===== src/rtl/zt_sram_pkg.sv =====
package zt_sram_pkg;

    // Kind of command held in a pipeline slot.
    typedef enum logic [1:0] {
        KIND_NONE  = 2'd0,
        KIND_READ  = 2'd1,
        KIND_WRITE = 2'd2
    } kind_e;

    // Low two address bits of burst beat n.
    function automatic logic [1:0] burst_low(input logic [1:0] start,
                                             input logic [1:0] n,
                                             input logic       ilv);
        return ilv ? (start ^ n) : (start + n);
    endfunction

endpackage


===== src/rtl/zt_burst_seq.sv =====
module zt_burst_seq
    import zt_sram_pkg::*;
#(
    parameter int ADDR_W = 6
) (
    input  logic              adv_ld,
    input  logic              sel_ok,
    input  logic              wr,
    input  logic              ilv_in,
    input  logic [ADDR_W-1:0] addr_in,
    input  kind_e             cur_kind,
    input  logic [ADDR_W-1:0] cur_base,
    input  logic [1:0]        cur_cnt,
    input  logic              cur_ilv,
    output kind_e             nxt_kind,
    output logic [ADDR_W-1:0] nxt_base,
    output logic [1:0]        nxt_cnt,
    output logic              nxt_ilv,
    output logic [ADDR_W-1:0] nxt_addr
);

    always_comb begin
        if (!adv_ld) begin
            // Load: chip selects decide whether this is a real command.
            if (sel_ok) begin
                nxt_kind = wr ? KIND_WRITE : KIND_READ;
            end else begin
                nxt_kind = KIND_NONE;
            end
            nxt_base = addr_in;
            nxt_cnt  = 2'd0;
            nxt_ilv  = ilv_in;
        end else begin
            // Advance: the type and the order are inherited from the load.
            nxt_kind = cur_kind;
            nxt_base = cur_base;
            nxt_cnt  = cur_cnt + 2'd1;
            nxt_ilv  = cur_ilv;
        end
        nxt_addr = {nxt_base[ADDR_W-1:2], burst_low(nxt_base[1:0], nxt_cnt, nxt_ilv)};
    end

endmodule


===== src/rtl/zt_mem_array.sv =====
module zt_mem_array #(
    parameter int LANES  = 4,
    parameter int LANE_W = 9,
    parameter int ADDR_W = 6
) (
    input  logic                    clk,
    input  logic                    rst_n,
    input  logic                    wr_en,
    input  logic [ADDR_W-1:0]       wr_addr,
    input  logic [LANES-1:0]        wr_be,
    input  logic [LANES*LANE_W-1:0] wr_data,
    input  logic [ADDR_W-1:0]       rd_addr,
    output logic [LANES*LANE_W-1:0] rd_data
);

    localparam int DEPTH = 1 << ADDR_W;

    // One storage column per byte lane, each written under its own select.
    for (genvar g = 0; g < LANES; g++) begin : g_lane
        logic [LANE_W-1:0] cells [DEPTH];

        always_ff @(posedge clk or negedge rst_n) begin
            if (!rst_n) begin
                for (int i = 0; i < DEPTH; i++) begin
                    cells[i] <= '0;
                end
            end else if (wr_en && wr_be[g]) begin
                cells[wr_addr] <= wr_data[g*LANE_W +: LANE_W];
            end
        end

        assign rd_data[g*LANE_W +: LANE_W] = cells[rd_addr];
    end

endmodule


===== src/rtl/zt_rd_merge.sv =====
module zt_rd_merge #(
    parameter int LANES  = 4,
    parameter int LANE_W = 9,
    parameter int ADDR_W = 6
) (
    input  logic [LANES*LANE_W-1:0] arr_data,
    input  logic [ADDR_W-1:0]       rd_addr,
    input  logic                    pend_valid,
    input  logic [ADDR_W-1:0]       pend_addr,
    input  logic [LANES-1:0]        pend_be,
    input  logic [LANES*LANE_W-1:0] pend_data,
    output logic [LANES*LANE_W-1:0] merged
);

    logic hit;
    assign hit = pend_valid && (pend_addr == rd_addr);

    // Each lane independently takes the pending write or the array word.
    for (genvar g = 0; g < LANES; g++) begin : g_lane
        assign merged[g*LANE_W +: LANE_W] = (hit && pend_be[g])
            ? pend_data[g*LANE_W +: LANE_W]
            : arr_data[g*LANE_W +: LANE_W];
    end

endmodule


===== src/rtl/zt_sram.sv =====
module zt_sram
    import zt_sram_pkg::*;
#(
    parameter int LANES  = 4,
    parameter int LANE_W = 9,
    parameter int ADDR_W = 6
) (
    input  logic                    clk,
    input  logic                    rst_n,
    input  logic                    cke,
    input  logic                    cs0,
    input  logic                    cs1,
    input  logic                    cs2_n,
    input  logic                    adv_ld,
    input  logic                    wr,
    input  logic [LANES-1:0]        byte_en,
    input  logic                    burst_ilv,
    input  logic [ADDR_W-1:0]       addr,
    input  logic [LANES*LANE_W-1:0] wdata,
    output logic [LANES*LANE_W-1:0] rdata,
    output logic                    drv_en
);

    localparam int DATA_W = LANES * LANE_W;

    typedef struct packed {
        kind_e             kind;
        logic [ADDR_W-1:0] base;
        logic [1:0]        cnt;
        logic              ilv;
    } burst_t;

    typedef struct packed {
        kind_e             kind;
        logic [ADDR_W-1:0] addr;
        logic [LANES-1:0]  be;
    } cmd_t;

    typedef struct packed {
        logic              pend;
        logic [ADDR_W-1:0] addr;
        logic [LANES-1:0]  be;
        logic [DATA_W-1:0] data;
    } wbuf_t;

    typedef struct packed {
        burst_t            bst;
        cmd_t              st1;
        cmd_t              st2;
        wbuf_t             wb;
        logic [DATA_W-1:0] rdata;
        logic              drv;
    } state_t;

    state_t state_d, state_q;

    kind_e             seq_kind;
    logic [ADDR_W-1:0] seq_base;
    logic [1:0]        seq_cnt;
    logic              seq_ilv;
    logic [ADDR_W-1:0] seq_addr;
    logic              sel_ok;

    logic [DATA_W-1:0] arr_rd;
    logic [DATA_W-1:0] merged_rd;
    logic              commit_en;

    assign sel_ok = cs0 && cs1 && !cs2_n;

    zt_burst_seq #(
        .ADDR_W (ADDR_W)
    ) u_seq (
        .adv_ld   (adv_ld),
        .sel_ok   (sel_ok),
        .wr       (wr),
        .ilv_in   (burst_ilv),
        .addr_in  (addr),
        .cur_kind (state_q.bst.kind),
        .cur_base (state_q.bst.base),
        .cur_cnt  (state_q.bst.cnt),
        .cur_ilv  (state_q.bst.ilv),
        .nxt_kind (seq_kind),
        .nxt_base (seq_base),
        .nxt_cnt  (seq_cnt),
        .nxt_ilv  (seq_ilv),
        .nxt_addr (seq_addr)
    );

    zt_mem_array #(
        .LANES  (LANES),
        .LANE_W (LANE_W),
        .ADDR_W (ADDR_W)
    ) u_mem (
        .clk     (clk),
        .rst_n   (rst_n),
        .wr_en   (commit_en),
        .wr_addr (state_q.wb.addr),
        .wr_be   (state_q.wb.be),
        .wr_data (state_q.wb.data),
        .rd_addr (state_q.st2.addr),
        .rd_data (arr_rd)
    );

    zt_rd_merge #(
        .LANES  (LANES),
        .LANE_W (LANE_W),
        .ADDR_W (ADDR_W)
    ) u_merge (
        .arr_data   (arr_rd),
        .rd_addr    (state_q.st2.addr),
        .pend_valid (state_q.wb.pend),
        .pend_addr  (state_q.wb.addr),
        .pend_be    (state_q.wb.be),
        .pend_data  (state_q.wb.data),
        .merged     (merged_rd)
    );

    always_comb begin
        state_d   = state_q;
        commit_en = 1'b0;
        if (cke) begin
            // Stage 1: new or continued command.
            state_d.bst.kind = seq_kind;
            state_d.bst.base = seq_base;
            state_d.bst.cnt  = seq_cnt;
            state_d.bst.ilv  = seq_ilv;
            state_d.st1.kind = seq_kind;
            state_d.st1.addr = seq_addr;
            state_d.st1.be   = byte_en;
            // Stage 2: delay so data lines up two edges after the command.
            state_d.st2      = state_q.st1;
            // Write data slot: capture the bus into the write buffer.
            state_d.wb.pend  = (state_q.st2.kind == KIND_WRITE);
            state_d.wb.addr  = state_q.st2.addr;
            state_d.wb.be    = state_q.st2.be;
            state_d.wb.data  = wdata;
            // The older buffered write retires into the array now.
            commit_en        = state_q.wb.pend;
            // Read data slot: output register and drive enable.
            state_d.drv      = (state_q.st2.kind == KIND_READ);
            if (state_q.st2.kind == KIND_READ) begin
                state_d.rdata = merged_rd;
            end
        end
    end

    always_ff @(posedge clk or negedge rst_n) begin
        if (!rst_n) begin
            state_q <= '0;
        end else begin
            state_q <= state_d;
        end
    end

    assign rdata  = state_q.rdata;
    assign drv_en = state_q.drv;

endmodule


===== config.mk =====
export PLATFORM = sky130hd
export DESIGN_NAME = zt_sram
export DESIGN_NICKNAME = d
export VERILOG_FILES = /design/src/rtl/zt_sram_pkg.sv /design/src/rtl/zt_burst_seq.sv /design/src/rtl/zt_mem_array.sv /design/src/rtl/zt_rd_merge.sv /design/src/rtl/zt_sram.sv
export SDC_FILE = /design/constraint.sdc
export NUM_CORES = 2
export LEC_CHECK = 0
export BUFFER_PORTS_ARGS = -buffer_cell sky130_fd_sc_hd__buf_4
export CORE_AREA = 2 2 448 450
export DETAILED_ROUTE_END_ITERATION = 8
export DIE_AREA = 0 0 450 452
export HOLD_SLACK_MARGIN = 0.1
export PLACE_DENSITY = 0.67
export SYNTH_ARGS = -nofsm -noshare
export SYNTH_HDL_FRONTEND = slang
export SYNTH_SLANG_ARGS = --single-unit

===== constraint.sdc =====
create_clock -name clk -period 4.67 [get_ports clk]
set_input_delay 0.7005 -clock clk [delete_from_list [all_inputs] [get_ports clk]]
set_output_delay 0.7005 -clock clk [all_outputs]
set_load 0.02 [all_outputs]

==> key figures <==
Critical path
  – Worst path arrival time: 4.62 ns
  – Critical path destination: u_mem.g_lane[1].cells[550]
  – Reg2reg start: state_q[77]
  – R2r setup slk: 0.84 ns
  – CP Cell Sequence: or3b_2 -> nor2_1 -> nand2_1 -> mux2_2
  – CP Capture Type: register
  – CP required: 5.46 ns
  – Crit path max-delay cell type: nor2_1
  – Crit-path max cell delay: 1.22 ns
  – CP Launch Point: state_q[77]
  – CP Max Fanout: 13
  – CP startpoint kind: register
  – WS Path Type: reg -> reg
  – Worst reg2reg path depth: 4
  – R2R Path End: u_mem.g_lane[1].cells[550]

Finish
  – Utilization after layout: 61.68%
  – Synthesis-to-finish area growth: 12.72%
  – Final nets: 7,117
  – Share of cells above drive strength 1: 52.36%

STA
  – Post-layout minimum cycle time: 3.827 ns
  – Fmax: 261.3 MHz
  – Setup Skew: 0.05340 ns
  – Worst-Margin Slew: 1.590 ns
  – Unrepaired setup endpoints after global routing: false
  – Setup tns final: 0 ns
  – Final slew viol count: 12
  – Final worst slack: 0.8427 ns
  – Period utilisation layout: 81.95%
  – Setup violators final: 0
  – Final Hold Viols: 0
  – Slew margin rel.: -6.396%

Route
  – Drt total wl: 303.1 mm
  – Vias: 63,490
  – Initial DRC count: 5,303
  – ANT nets after route: 0
  – DRC Markers: 1
  – Vias per Instance: 6.394
  – WL per Instance: 30.52 µm
  – Router iterations before antenna repair: 9

Synthesis
  – Yosys cell types: 56
  – Cell with the most instances after synthesis: dfrtp_1
  – Ys flop type: dfrtp_1
  – Area share of the largest cell type after synthesis: 55.65%
  – Warnings from Yosys: 0
  – Top cells by area, synth: dfrtp_1, mux2_2, mux4_2
  – Mean area per synthesized cell: 15.69 µm²
  – Mapped Cells: 6,928
  – EDFF count, synth: 0
  – Post-synthesis sequential area ratio: 55.65%
  – Asr flop ratio synth: 100.0%
  – Synth cell count leaders: dfrtp_1, mux2_2, mux4_2
  – Net Count, Synth: 6,984
  – Synth area leader: dfrtp_1
  – Register bit total from synthesis: 2,417
  – Post-synth design cell area: 0.1087 mm²

Placement
  – Final GP Congestion: 0.8386
  – Port buffer count: 91
  – DP Worst Slack: 0.9737 ns
  – HPWL after detailed placement: 188.4 mm

Clocking
  – Post-CTS Setup Inserts: 0
  – CTS resizes: 0
  – CTS Buffer Depth: 4
  – CTS sink cnt: 2,417
  – H-tree depth: 5
  – CTS Hold Bufs: 51
  – Root Driver: clkbuf_16
  – Clock-pin slew on the worst setup and hold paths: 0.06 ns
  – CTS buffer count: 282
  – TritonCTS clock tree: done
  – Worst skew pair latency: 0.93 ns

Power
  – Internal Pwr Total: 37.18 mW
  – Static Leak: 58.18 nW
  – Comb power frac: 12.9%
  – Reg power frac: 44.4%
  – PD cells: 414.2 mW/mm²
  – VDD IR max: 0.4357 mV
  – Clock power frac: 42.7%
  – Psw: 13.56 mW
  – Switching part of the total power: 26.72%

Floorplan
  – Die area: 0.2034 mm²
  – Core area: 0.1986 mm²
  – Initial Utilization: 54.72%
  – # IOs: 92
  – Die span in x: 450 µm
  – Chip Height: 452 µm
  – FP Rows: 164

Run status
  – Failing checks: design-rule violations, max-capacitance violations, max-slew violations
  – Status: finished with violations

GRT
  – GRT Total Usage: 30.14%
  – Overflow after GRT: 0
  – First-pass GRT wire length: 453.7 mm
  – Vias in the first global route: 66,430
  – Largest net degree at the start of global routing: 150
  – Initial antenna violation count: 13

Run
  – # Max-Cap Violations: 2

Worst hold path
  – Worst hold-check path type: in -> reg
[cell type report]
| cell class | instances | area, µm² |
|---|---|---|
| Antenna cell | 23 | 57.56 |
| Clock inverter | 55 | 600.6 |
| Tap cell | 2656 | 3323 |
| Sequential cell | 2417 | 60540 |
| Fill cell | 14900 | 76110 |
| Timing Repair Buffer | 401 | 3737 |
| Clock buffer | 418 | 8439 |
| Multi-Input combinational cell | 3952 | 45790 |
| Inverter | 7 | 26.28 |
[state kept, by name (all words and copies together) (netlist names)]
name	flops
state_q	76
drv_en	1
u_mem.g_lane.cells	2304
rdata	36
[worst min-delay path by stage]
stage / end / slack [ns] / cells past startpoint / startpoint
2_1_floorplan: drv_en / 0.40 / 0 / rst_n
3_3_place_gp: u_mem.g_lane[1].cells[535] / 0.46 / 2 / u_mem.g_lane[1].cells[535]
3_5_place_dp: state_q[89] / 0.47 / 2 / state_q[101]
4_1_cts: state_q[112] / 0.11 / 2 / addr[1]
5_1_grt: state_q[112] / 0.10 / 2 / addr[1]
6_report: state_q[112] / 0.16 / 2 / addr[1]
[cells by family (layout without fill, tap and decap cells)]
family	after synthesis	in the layout	share of synthesized area (%)
compound gates	426	426	2.584
fa+ha+maj	1	1	0.01151
mux	3010	3010	37.43
buf+inv	559	881	2.288
flops	2417	2417	55.65
simple gates	505	505	1.959
other cells	0	23	0
xor+xnor	10	10	0.08058
[metrics by stage]
stage / area, µm² / power (mW) / hold WS, ns / std cells
final: 122500 / 50.74 / 0.1568 / 9929
after global routing: 122500 / 52.45 / 0.1001 / 9916
after floorplan: 108700 / 26.74 / 0.4049 / 6928
after CTS: 122500 / 51.12 / 0.1055 / 9906
after global placement: 112900 / 29.37 / 0.4560 / 9382
after detailed placement: 112900 / 29.47 / 0.4670 / 9382
[power by group through the flow]
stage	Combinational (mW)	Sequential, mW	Clock, mW
2_1_floorplan	4.55	22.2	0
3_3_place_gp	6.50	22.9	0
3_5_place_dp	6.57	22.9	0
4_1_cts	6.62	22.5	22.0
5_1_grt	6.97	22.6	22.9
6_report	6.55	22.5	21.7
[metal layers]
| layer | GRT usage [%] | wire [µm] | share of wire (%) |
|---|---|---|---|
| met5 | 0.09328 | 80 | 0.026 |
| met3 | 6.316 | 19290 | 6.4 |
| met1 | 41.24 | 126500 | 42 |
| met2 | 46.96 | 143700 | 47 |
| met4 | 13.33 | 13470 | 4.4 |
[worst max-delay path: cells and delay by family (launching register included)]
family        cells  cell delay (ns)
simple gates      3             2.65
flops             1             0.53
mux               1             0.50
[placed cells by master, fill, tap and decap left out, types with 14 or more instances in the layout]
master / n
dfrtp_1: 2376
mux2_2: 2366
mux4_2: 607
buf_4: 302
clkbuf_16: 291
nor2_1: 244
a22oi_1: 177
nand2_1: 158
a21oi_1: 138
clkbuf_8: 68
clkbuf_1: 59
dlygate4sd3_1: 51
buf_12: 46
mux2i_1: 37
dfrtp_2: 37
o21ai_0: 36
clkinv_2: 35
diode_2: 23
o41ai_1: 23
nand3_1: 18
a211oi_1: 15
and3_1: 14
and2_1: 14
Note: power is estimated with default switching activity, not from simulation.
